`config.mk`:
```
export PLATFORM = sky130hd
export DESIGN_NAME = sermem_cmd_ctrl
export DESIGN_NICKNAME = d
export VERILOG_FILES = /design/src/rtl/sermem_pkg.sv /design/src/rtl/sermem_pin_sync.sv /design/src/rtl/sermem_prog_timer.sv /design/src/rtl/sermem_cmd_ctrl.sv
export SDC_FILE = /design/constraint.sdc
export NUM_CORES = 1
export LEC_CHECK = 0
export ABC_AREA = 1
export BUFFER_PORTS_ARGS = -buffer_cell sky130_fd_sc_hd__buf_2
export CAP_MARGIN = 20
export CELL_PAD_IN_SITES_DETAIL_PLACEMENT = 1
export CELL_PAD_IN_SITES_GLOBAL_PLACEMENT = 1
export CORE_UTILIZATION = 48
export DETAILED_ROUTE_END_ITERATION = 16
export GPL_ROUTABILITY_DRIVEN = 0
export GPL_TIMING_DRIVEN = 0
export PLACE_DENSITY = 0.91
export SLEW_MARGIN = 20
export SYNTH_ARGS = -nofsm -noshare
export SYNTH_HDL_FRONTEND = slang
export SYNTH_SLANG_ARGS = --single-unit
```
`constraint.sdc`:
```
create_clock -name clk -period 3.1 [get_ports clk]
set_clock_uncertainty 0.05 [all_clocks]
set_input_delay 0.62 -clock clk [delete_from_list [all_inputs] [get_ports clk]]
set_output_delay 0.62 -clock clk [all_outputs]
set_load 0.05 [all_outputs]
```
`src/rtl/sermem_pkg.sv`:
```
package sermem_pkg;

    typedef enum logic [0:0] {
        PH_IDLE  = 1'b0,
        PH_SHIFT = 1'b1
    } phase_e;

    typedef enum logic [1:0] {
        WK_LOAD = 2'd0,
        WK_ONES = 2'd1,
        WK_AND  = 2'd2
    } wkind_e;

    localparam logic [1:0] OP_SPECIAL = 2'b00;
    localparam logic [1:0] OP_WRITE   = 2'b01;
    localparam logic [1:0] OP_READ    = 2'b10;
    localparam logic [1:0] OP_ERASE   = 2'b11;

    localparam logic [1:0] SUB_DIS  = 2'b00;
    localparam logic [1:0] SUB_WRAL = 2'b01;
    localparam logic [1:0] SUB_ERAL = 2'b10;
    localparam logic [1:0] SUB_EN   = 2'b11;

endpackage

```
`src/rtl/sermem_pin_sync.sv`:
```
module sermem_pin_sync #(
    parameter int LINES  = 3,
    parameter int STAGES = 2
) (
    input  logic             clk,
    input  logic             rst_n,
    input  logic [LINES-1:0] pin_in,
    output logic [LINES-1:0] lvl,
    output logic [LINES-1:0] rise,
    output logic [LINES-1:0] fall
);
    // One synchroniser chain per line, plus one extra flop for edge detection.
    for (genvar g = 0; g < LINES; g++) begin : g_line
        logic [STAGES:0] chain_q;
        logic [STAGES:0] chain_d;

        always_comb begin
            chain_d = {chain_q[STAGES-1:0], pin_in[g]};
        end

        always_ff @(posedge clk or negedge rst_n) begin
            if (!rst_n) chain_q <= '0;
            else        chain_q <= chain_d;
        end

        assign lvl[g]  = chain_q[STAGES-1];
        assign rise[g] = chain_q[STAGES-1] & ~chain_q[STAGES];
        assign fall[g] = ~chain_q[STAGES-1] & chain_q[STAGES];
    end
endmodule

```
`src/rtl/sermem_prog_timer.sv`:
```
module sermem_prog_timer #(
    parameter int CYCLES = 5000
) (
    input  logic clk,
    input  logic rst_n,
    input  logic start,
    output logic busy
);
    localparam int CW = $clog2(CYCLES + 1);
    localparam logic [CW-1:0] LOAD = CW'(CYCLES);

    logic [CW-1:0] left_q;
    logic [CW-1:0] left_d;

    always_comb begin
        left_d = left_q;
        if (start)              left_d = LOAD;
        else if (left_q != '0)  left_d = left_q - 1'b1;
    end

    always_ff @(posedge clk or negedge rst_n) begin
        if (!rst_n) left_q <= '0;
        else        left_q <= left_d;
    end

    assign busy = (left_q != '0);
endmodule

```
`src/rtl/sermem_cmd_ctrl.sv`:
```
module sermem_cmd_ctrl
    import sermem_pkg::*;
#(
    parameter int MEM_BITS    = 1024,
    parameter int WORD_W      = 16,
    parameter int BYTE_W      = 8,
    parameter int SYNC_STAGES = 2,
    parameter int PROG_CYCLES = 5000
) (
    input  logic                                   clk,
    input  logic                                   rst_n,
    input  logic                                   org_wide,
    input  logic                                   cs,
    input  logic                                   sclk,
    input  logic                                   sdi,
    output logic                                   sdo,
    output logic                                   sdo_oe,
    output logic                                   rd_stb,
    output logic                                   wr_stb,
    output logic [1:0]                             wr_kind,
    output logic                                   wr_all,
    output logic                                   wr_wide,
    output logic [$clog2(MEM_BITS/BYTE_W)-1:0]     mem_addr,
    output logic [WORD_W-1:0]                      wr_data
);
    localparam int ADDR_W = $clog2(MEM_BITS / BYTE_W);   // byte mode address bits
    localparam int W16_A  = $clog2(MEM_BITS / WORD_W);   // word mode address bits
    localparam int CNT_W  = $clog2(2 + ADDR_W + WORD_W + 2);

    localparam logic [CNT_W-1:0] LEN_A16 = CNT_W'(2 + W16_A);
    localparam logic [CNT_W-1:0] LEN_A8  = CNT_W'(2 + ADDR_W);
    localparam logic [CNT_W-1:0] LEN_D16 = CNT_W'(2 + W16_A + WORD_W);
    localparam logic [CNT_W-1:0] LEN_D8  = CNT_W'(2 + ADDR_W + BYTE_W);

    typedef struct packed {
        phase_e              ph;
        logic                wide;
        logic [1:0]          op;
        logic [ADDR_W-1:0]   addr;
        logic [WORD_W-1:0]   data;
        logic [CNT_W-1:0]    cnt;
        logic                wen;
        logic                status;
        logic                rd_sent;
        logic                wr_stb;
        logic                rd_stb;
        wkind_e              kind;
        logic                all;
        logic                pwide;
        logic [ADDR_W-1:0]   paddr;
        logic [WORD_W-1:0]   pdata;
    } ctl_t;

    ctl_t st_q, st_d;

    logic [2:0] pin_lvl, pin_rise, pin_fall;
    logic       cs_lvl, cs_fall, sclk_rise, sdi_lvl;
    logic       prog_busy;
    logic       wen_w;

    sermem_pin_sync #(
        .LINES  (3),
        .STAGES (SYNC_STAGES)
    ) sync_i (
        .clk    (clk),
        .rst_n  (rst_n),
        .pin_in ({sdi, sclk, cs}),
        .lvl    (pin_lvl),
        .rise   (pin_rise),
        .fall   (pin_fall)
    );

    assign cs_lvl    = pin_lvl[0];
    assign cs_fall   = pin_fall[0];
    assign sclk_rise = pin_rise[1];
    assign sdi_lvl   = pin_lvl[2];

    sermem_prog_timer #(
        .CYCLES (PROG_CYCLES)
    ) timer_i (
        .clk   (clk),
        .rst_n (rst_n),
        .start (st_q.wr_stb),
        .busy  (prog_busy)
    );

    logic [CNT_W-1:0] addr_end;
    logic [CNT_W-1:0] need;
    logic [1:0]       sub;
    logic             has_data;

    always_comb begin
        st_d        = st_q;
        st_d.wr_stb = 1'b0;
        st_d.rd_stb = 1'b0;

        addr_end = st_q.wide ? LEN_A16 : LEN_A8;
        sub      = st_q.wide ? st_q.addr[W16_A-1 -: 2] : st_q.addr[ADDR_W-1 -: 2];
        has_data = (st_q.op == OP_WRITE) || (st_q.op == OP_SPECIAL && sub == SUB_WRAL);
        need     = has_data ? (st_q.wide ? LEN_D16 : LEN_D8) : addr_end;

        // frame collection
        if (!cs_lvl) begin
            st_d.ph = PH_IDLE;
        end else if (st_q.ph == PH_IDLE) begin
            if (sclk_rise && sdi_lvl && !prog_busy) begin
                st_d.ph      = PH_SHIFT;
                st_d.wide    = org_wide;
                st_d.op      = '0;
                st_d.addr    = '0;
                st_d.data    = '0;
                st_d.cnt     = '0;
                st_d.rd_sent = 1'b0;
                st_d.status  = 1'b0;
            end
        end else if (sclk_rise) begin
            if (st_q.cnt < CNT_W'(2))
                st_d.op = {st_q.op[0], sdi_lvl};
            else if (st_q.cnt < addr_end)
                st_d.addr = {st_q.addr[ADDR_W-2:0], sdi_lvl};
            else
                st_d.data = {st_q.data[WORD_W-2:0], sdi_lvl};
            if (st_q.cnt != '1)
                st_d.cnt = st_q.cnt + 1'b1;
        end

        // read address hand-off, independent of the enable latch
        if (st_q.ph == PH_SHIFT && st_q.op == OP_READ && st_q.cnt == addr_end && !st_q.rd_sent) begin
            st_d.rd_sent = 1'b1;
            st_d.rd_stb  = 1'b1;
            st_d.paddr   = st_q.addr;
        end

        // execution on deselect
        if (cs_fall && !prog_busy) begin
            st_d.status = 1'b0;
            if (st_q.ph == PH_SHIFT && st_q.cnt == need) begin
                st_d.paddr = st_q.addr;
                st_d.pdata = st_q.data;
                st_d.pwide = st_q.wide;
                unique case (st_q.op)
                    OP_WRITE: begin
                        st_d.wr_stb = st_q.wen;
                        st_d.kind   = WK_LOAD;
                        st_d.all    = 1'b0;
                    end
                    OP_ERASE: begin
                        st_d.wr_stb = st_q.wen;
                        st_d.kind   = WK_ONES;
                        st_d.all    = 1'b0;
                    end
                    OP_SPECIAL: begin
                        unique case (sub)
                            SUB_EN:  st_d.wen = 1'b1;
                            SUB_DIS: st_d.wen = 1'b0;
                            SUB_ERAL: begin
                                st_d.wr_stb = st_q.wen;
                                st_d.kind   = WK_ONES;
                                st_d.all    = 1'b1;
                            end
                            default: begin
                                st_d.wr_stb = st_q.wen;
                                st_d.kind   = WK_AND;
                                st_d.all    = 1'b1;
                            end
                        endcase
                    end
                    default: ;
                endcase
                st_d.status = st_d.wr_stb;
            end
        end
    end

    always_ff @(posedge clk or negedge rst_n) begin
        if (!rst_n) begin
            st_q      <= '0;
            st_q.ph   <= PH_IDLE;
            st_q.kind <= WK_LOAD;
        end else begin
            st_q <= st_d;
        end
    end

    assign wen_w    = st_q.wen;
    assign sdo_oe   = cs_lvl & st_q.status;
    assign sdo      = sdo_oe & ~prog_busy;
    assign rd_stb   = st_q.rd_stb;
    assign wr_stb   = st_q.wr_stb;
    assign wr_kind  = st_q.kind;
    assign wr_all   = st_q.all;
    assign wr_wide  = st_q.pwide;
    assign mem_addr = st_q.paddr;
    assign wr_data  = st_q.pdata;
endmodule

```
==> results.py, run 1 <==
metrics = {
    "synth": {
        "synth-seq-cells": 85,
        "netlist.area_leader.share": 0.469,
        "synth_edf_count": 0,
        "ys_seq_area_frac": 0.469,
        "syn_area_sq_mm": 0.00453,
        "netlist_instances": 561,
        "syn_nets": 581,
        "synth.most_common_cell": "nand2_1",
        "synth_area_leader_cell": "dfrtp_1",
        "ys.flop_type": "dfrtp_1",
        "synth_commonest_cells": "nand2_1 (190), dfrtp_1 (85), inv_1 (63)",
        "async_flop_share": 1.00,
        "synthTopCellsByArea": "dfrtp_1 (47%), nand2_1 (16%), buf_4 (5.3%)",
        "synth_warnings": 0,
        "yosys.cell_types.count": 31,
        "avgSynthCellArea_sq_um": 8.08,
    },
    "grt": {
        "grt_pass1_vias": 4085,
        "gr-usage-all-layers": 0.268,
        "grt_pass1_wl_um": 20400,
        "grt_max_degree": 46,
        "grt_overflow": 0,
        "antenna_found_initial": 0,
    },
    "hold_path": {
        "hold_path.class": "input port to async pin",
    },
    "route": {
        "drc_errors": 0,
        "wl_per_cell_um": 16.9,
        "vias_per_cell": 5.32,
        "dr.pass1.iters": 5,
        "drt.antenna.violating_nets": 0,
        "num_vias": 3854,
        "routed_wl_um": 12200,
        "drt_iter0_drc": 235,
    },
    "placed_design": {
        "port-buffer-count": 36,
        "dp_slack_ns": 0.522,
        "dp_hpwl_um": 8270,
    },
    "setup_path": {
        "reg2reg_depth": 12,
        "r2r_setup_slack_ns": 0.38,
        "cp-end-kind": "output port",
        "startpoint": "sync_i.g_line[0].chain_q[1]$_DFF_PN0_",
        "cp.required_ns": 2.43,
        "rr_startpoint": "st_q[62]$_DFFE_PN0P_",
        "critPathMaxFanout": 10,
        "crit_arrival_ns": 2.08,
        "start_kind": "flip-flop",
        "critical_path_class": "flip-flop to output port",
        "rr_endpoint": "wr_stb$_DFF_PN0_",
    },
    "cts": {
        "htreeDepth": 3,
        "cts_setup_buffers": 0,
        "cts_sinks": 85,
        "cts_resized": 0,
        "cts_tree": "yes",
        "cts_root_buf": "clkbuf_8",
        "clk_latency_ns": 0.38,
        "hold_buffers": 0,
        "cts_buffers": 9,
        "clk_pin_slew_ns": 0.09,
        "cts.path.max_buffers": 2,
    },
    "floorplanning": {
        "initial_core_util": 0.493,
        "core_sq_mm": 0.00920,
        "pin_count": 37,
        "die_width_um": 99.2,
        "die_y_um": 99.2,
        "die_area_sq_mm": 0.00983,
        "rows": 35,
    },
    "layout": {
        "fin_util": 0.553,
        "final_nets": 629,
        "drive_gt1_frac": 0.192,
        "area_growth_pct": 12.3,
        "diodes": 0,
    },
    "timing": {
        "tightest_slew_ns": 0.582,
        "min_period_over_period": 0.889,
        "max_freq_mhz": 363,
        "max_slew_margin": 0.608,
        "setup_ws_ns": 0.345,
        "finalSetupTns_ns": 0,
        "final_max_slew_viol_count": 0,
        "rsz0062_at_grt": "false",
        "final-setup-viol-count": 0,
        "period_minus_slack_ns": 2.75,
        "hold_viol": 0,
    },
    "power": {
        "ir_drop_uv": 256,
        "power.leakage_nw": 3.00,
        "power_density_mw_per_mm2": 533,
    },
    "status": {
        "status": "finished clean",
    },
    "flow_run": {
        "maxCapViolCount": 0,
    },
}
worst max-delay path by stage:
| stage | cells past startpoint | end |
|---|---|---|
| floorplan | 6 | sdo |
| global placement | 14 | wr_data[3]$_DFFE_PN0P_ |
| detailed placement | 12 | wr_stb$_DFF_PN0_ |
| CTS | 5 | sdo |
| global route | 12 | wr_stb$_DFF_PN0_ |
| finish | 5 | sdo |
state kept, by name, summed over array words and instances (netlist names):
register               count
sync_i.g_line.chain_q      8
wr_wide                    1
wr_stb                     1
rd_stb                     1
wr_all                     1
st_q                      34
wr_kind                    2
wen_w                      1
wr_data                   16
timer_i.left_q            13
mem_addr                   7
placed cells by master, fill, tap and decap left out, drive strengths merged:
cell      count
clkinvlp      2
nor2         41
a21o          1
nor3b         1
xnor2         2
bufinv        1
clkinv        3
a21oi         5
nand3        47
nor3          6
nand2       196
dfrtp        85
nand4        37
ha           14
inv          67
a31oi         1
xor2          2
o31ai         1
o21ai         8
buf          77
nand3b        1
clkbuf       13
or2           3
power by group:
part           leakage (nW)  switching (W)  internal, W
Combinational          1.76       0.000352     0.000188
Sequential             1.14       0.000111      0.00121
Clock                0.0991       0.000456     0.000400
Total                  3.00       0.000918      0.00179
worst max-delay path, stage by stage, from the launching register on:
cell,delay [ns]
dfrtp_1,0.35
buf_2,0.29
clkbuf_1,0.44
nand2_1,0.20
nor2_1,0.16
buf_2,0.28
per-stage QoR:
step	instance area (sq um)	total power, W	hold WS, ns	std cells
detailed placement	4880	0.00187	0.287	709
floorplan	4530	0.00170	0.274	561
global route	5090	0.00285	0.205	725
global placement	4850	0.00182	0.283	708
finish	5090	0.00271	0.174	725
CTS	5090	0.00272	0.195	725
layout make-up:
cell class / instances / area (sq um)
sequential: 85 / 2130
tap: 111 / 139
timing repair buffer: 37 / 210
clock inverter: 6 / 71.3
clock buffer: 10 / 138
buffer: 43 / 310
fill: 1162 / 4110
inverter: 67 / 251
multi-input combinational: 366 / 1840
per-layer routing:
layer | GRT usage | share of wire | up-vias | routed length, um
met5 | 0 | 0 | - | 0
met3 | 0.0457 | 0.033 | 23 | 401
li1 | - | - | 1840 | -
met1 | 0.344 | 0.45 | 1911 | 5440
met2 | 0.452 | 0.50 | 80 | 6150
met4 | 0.109 | 0.019 | 0 | 236
logic make-up after synthesis:
family | share of synthesized area
compound gates | 0.0215
xor+xnor | 0.00773
fa+ha+maj | 0.0387
buf+inv | 0.124
flops | 0.469
simple gates | 0.339
No activity file was read; power rests on OpenSTA's default activity.
==> run 2: changes to the inputs <==
- ABC_AREA: 1 -> unset
- CORE_UTILIZATION: 48 -> 51
- PLACE_DENSITY: 0.91 -> 0.92
==> results.py, run 2 <==
metrics = {
    "placed_design": {
        "placedCellCount": 511,
        "port-buffer-count": 36,
        "dp_hpwl_um": 6970,
    },
    "cts": {
        "cts_root_buf": "clkbuf_8",
        "cts_tree": "yes",
        "cts_sinks": 85,
        "clk_latency_ns": 0.36,
        "cts.path.max_buffers": 2,
        "htreeDepth": 3,
        "hold_buffers": 0,
        "clk_pin_slew_ns": 0.10,
        "cts_buffers": 9,
    },
    "timing": {
        "min_period_over_period": 0.975,
        "final-setup-viol-count": 0,
        "period_minus_slack_ns": 3.02,
        "max_slew_margin": 0.388,
        "max_freq_mhz": 331,
        "final_max_slew_viol_count": 0,
        "hold_ws_ns": 0.207,
        "hold_viol": 0,
        "tightest_slew_ns": 0.905,
    },
    "floorplanning": {
        "die_y_um": 91.4,
        "pin_count": 37,
        "core_sq_mm": 0.00773,
        "die_width_um": 91.4,
        "die_area_sq_mm": 0.00835,
        "initial_core_util": 0.528,
        "rows": 32,
    },
    "grt": {
        "gr-usage-all-layers": 0.298,
        "grt_pass1_wl_um": 18700,
        "grt_use_met1": 0.354,
        "grt_overflow": 0,
        "use_met2": 0.529,
        "grt_pass1_vias": 3425,
        "grt-busiest-layer": "met2",
        "antenna_found_initial": 0,
        "gr-usage-met3": 0.0410,
        "grt_max_degree": 45,
    },
    "route": {
        "wl_per_cell_um": 22.0,
        "drt.antenna.violating_nets": 0,
        "drt_iter0_drc": 221,
        "dr.pass1.iters": 5,
        "routed_wl_um": 11700,
        "drc_errors": 0,
        "num_vias": 3154,
        "vias_per_cell": 5.92,
    },
    "layout": {
        "final_cells": 533,
        "ff_latch_area_sq_mm": 0.00213,
        "final_nets": 446,
        "largest_reg_flops": 34,
        "layout_common_cells": "dfrtp_1 (85), nand2_1 (45), buf_2 (34)",
        "drive_gt1_frac": 0.299,
        "diodes": 0,
        "top_register": "st_q",
        "multiInputGateArea_sq_mm": 0.00168,
        "area_growth_pct": 15.3,
        "fillers": 841,
        "final_common_cell": "dfrtp_1",
    },
    "setup_path": {
        "rr_endpoint": "wr_data[4]$_DFFE_PN0P_",
        "startpoint": "st_q[62]$_DFFE_PN0P_",
        "cp-end-kind": "flip-flop",
        "cp.required_ns": 3.31,
        "crit_arrival_ns": 3.23,
        "reg2reg_depth": 9,
        "critical_path_class": "flip-flop to flip-flop",
        "critPathMaxFanout": 6,
        "r2r_setup_slack_ns": 0.08,
        "start_kind": "flip-flop",
        "rr_startpoint": "st_q[62]$_DFFE_PN0P_",
    },
    "power": {
        "switching_share": 0.284,
        "p_int_w": 0.00149,
        "p_sw_w": 0.000589,
        "finalPower_w": 0.00208,
        "p_comb_frac": 0.071,
        "seq_power_share": 0.554,
        "power.leakage_nw": 2.38,
        "ir_drop_uv": 396,
        "power_density_mw_per_mm2": 442,
        "p_clk_frac": 0.375,
    },
    "synth": {
        "synthTopCellsByArea": "dfrtp_1 (52%), mux2_2 (8.0%), buf_4 (4.6%)",
        "ys_seq_area_frac": 0.522,
        "avgSynthCellArea_sq_um": 11.0,
        "synth.most_common_cell": "dfrtp_1",
        "syn_area_sq_mm": 0.00408,
        "synth_area_leader_cell": "dfrtp_1",
        "yosys.cell_types.count": 48,
        "ys.flop_type": "dfrtp_1",
        "async_flop_share": 1.00,
        "netlist.area_leader.share": 0.522,
        "synth_edf_count": 0,
        "synth_commonest_cells": "dfrtp_1 (85), nand2_1 (45), mux2_2 (29)",
        "synth_warnings": 0,
        "synth-seq-cells": 85,
        "netlist_instances": 372,
        "syn_nets": 392,
    },
    "status": {
        "status": "finished clean",
    },
    "hold_path": {
        "hold_path.class": "input port to async pin",
    },
    "flow_run": {
        "maxCapViolCount": 0,
    },
}
## run 2: kinds of logic (layout without fill, tap and decap cells)
family	Yosys count	after routing	synth area share
AND/OR/NAND/NOR	125	125	0.164
flip-flops	85	85	0.522
AO/OA/AOI/OAI	58	58	0.0964
buffers and inverters	51	110	0.0721
multiplexers	32	32	0.0875
adder cells (fa/ha/maj)	14	14	0.0430
XOR/XNOR	7	7	0.0150
## run 2: critical path: stages (launching register included)
cell       delay [ns]
dfrtp_1          0.55
mux2i_2          0.33
inv_1            0.09
ha_1             0.24
a21oi_1          0.33
nand2b_1         0.24
a2111oi_4        0.38
buf_4            0.20
buf_4            0.17
mux2_2           0.34
## run 2: cell type report
class	instances	share of cell area
clock inverters	7	0.0146
repair buffers	44	0.0564
well taps	102	0.0272
flip-flops and latches	85	0.453
inverters	9	0.00719
clock buffers	9	0.0264
plain buffers	41	0.0572
multi-input cells	236	0.358
## run 2: worst max-delay path by stage
| stage | endpoint | depth (start not counted) |
|---|---|---|
| 4_1_cts | wr_data[10]$_DFFE_PN0P_ | 10 |
| 6_report | wr_data[4]$_DFFE_PN0P_ | 9 |
| 3_5_place_dp | wr_data[9]$_DFFE_PN0P_ | 8 |
| 3_3_place_gp | wr_data[6]$_DFFE_PN0P_ | 8 |
| 2_1_floorplan | wr_data[15]$_DFFE_PN0P_ | 8 |
| 5_1_grt | wr_all$_DFFE_PN0P_ | 8 |
## run 2: repair_timing
| item | in CTS | in global routing |
|---|---|---|
| gates cloned | 1 | 0 |
| resized for setup | 13 | 1 |
| buffers inserted | 6 | 0 |
| setup endpoints to repair | 32 | 30 |
| pin swaps | 2 | 1 |
| endpoints found under the hold margin | 0 | 0 |
## run 2: power by group through the flow
stage / combinational (W) / clock, W / sequential (W)
floorplan: 0.0000876 / 0 / 0.00116
global placement: 0.000131 / 0 / 0.00116
detailed placement: 0.000143 / 0 / 0.00116
CTS: 0.000152 / 0.000776 / 0.00114
global route: 0.000161 / 0.000827 / 0.00115
finish: 0.000146 / 0.000779 / 0.00115
## run 2: routing by layer
metal  vias up  wire length (um)  part of all wire
li1       1371                 -                 -
met4         0               460             0.039
met2       101              6190              0.53
met5         -                 0                 0
met1      1638              4710              0.40
met3        44               374             0.032
## run 2: per-stage QoR
stage | setup slack (ns) | cell area [sq um] | setup TNS, ns | utilization
finish | 0.0770 | 4700 | 0 | 0.608
global route | -0.0939 | 4700 | -0.178 | 0.608
CTS | 0.0497 | 4700 | 0 | 0.608
detailed placement | -0.346 | 4410 | -6.82 | 0.570
global placement | -0.258 | 4380 | -4.49 | 0.567
floorplan | 0.0839 | 4080 | 0 | -
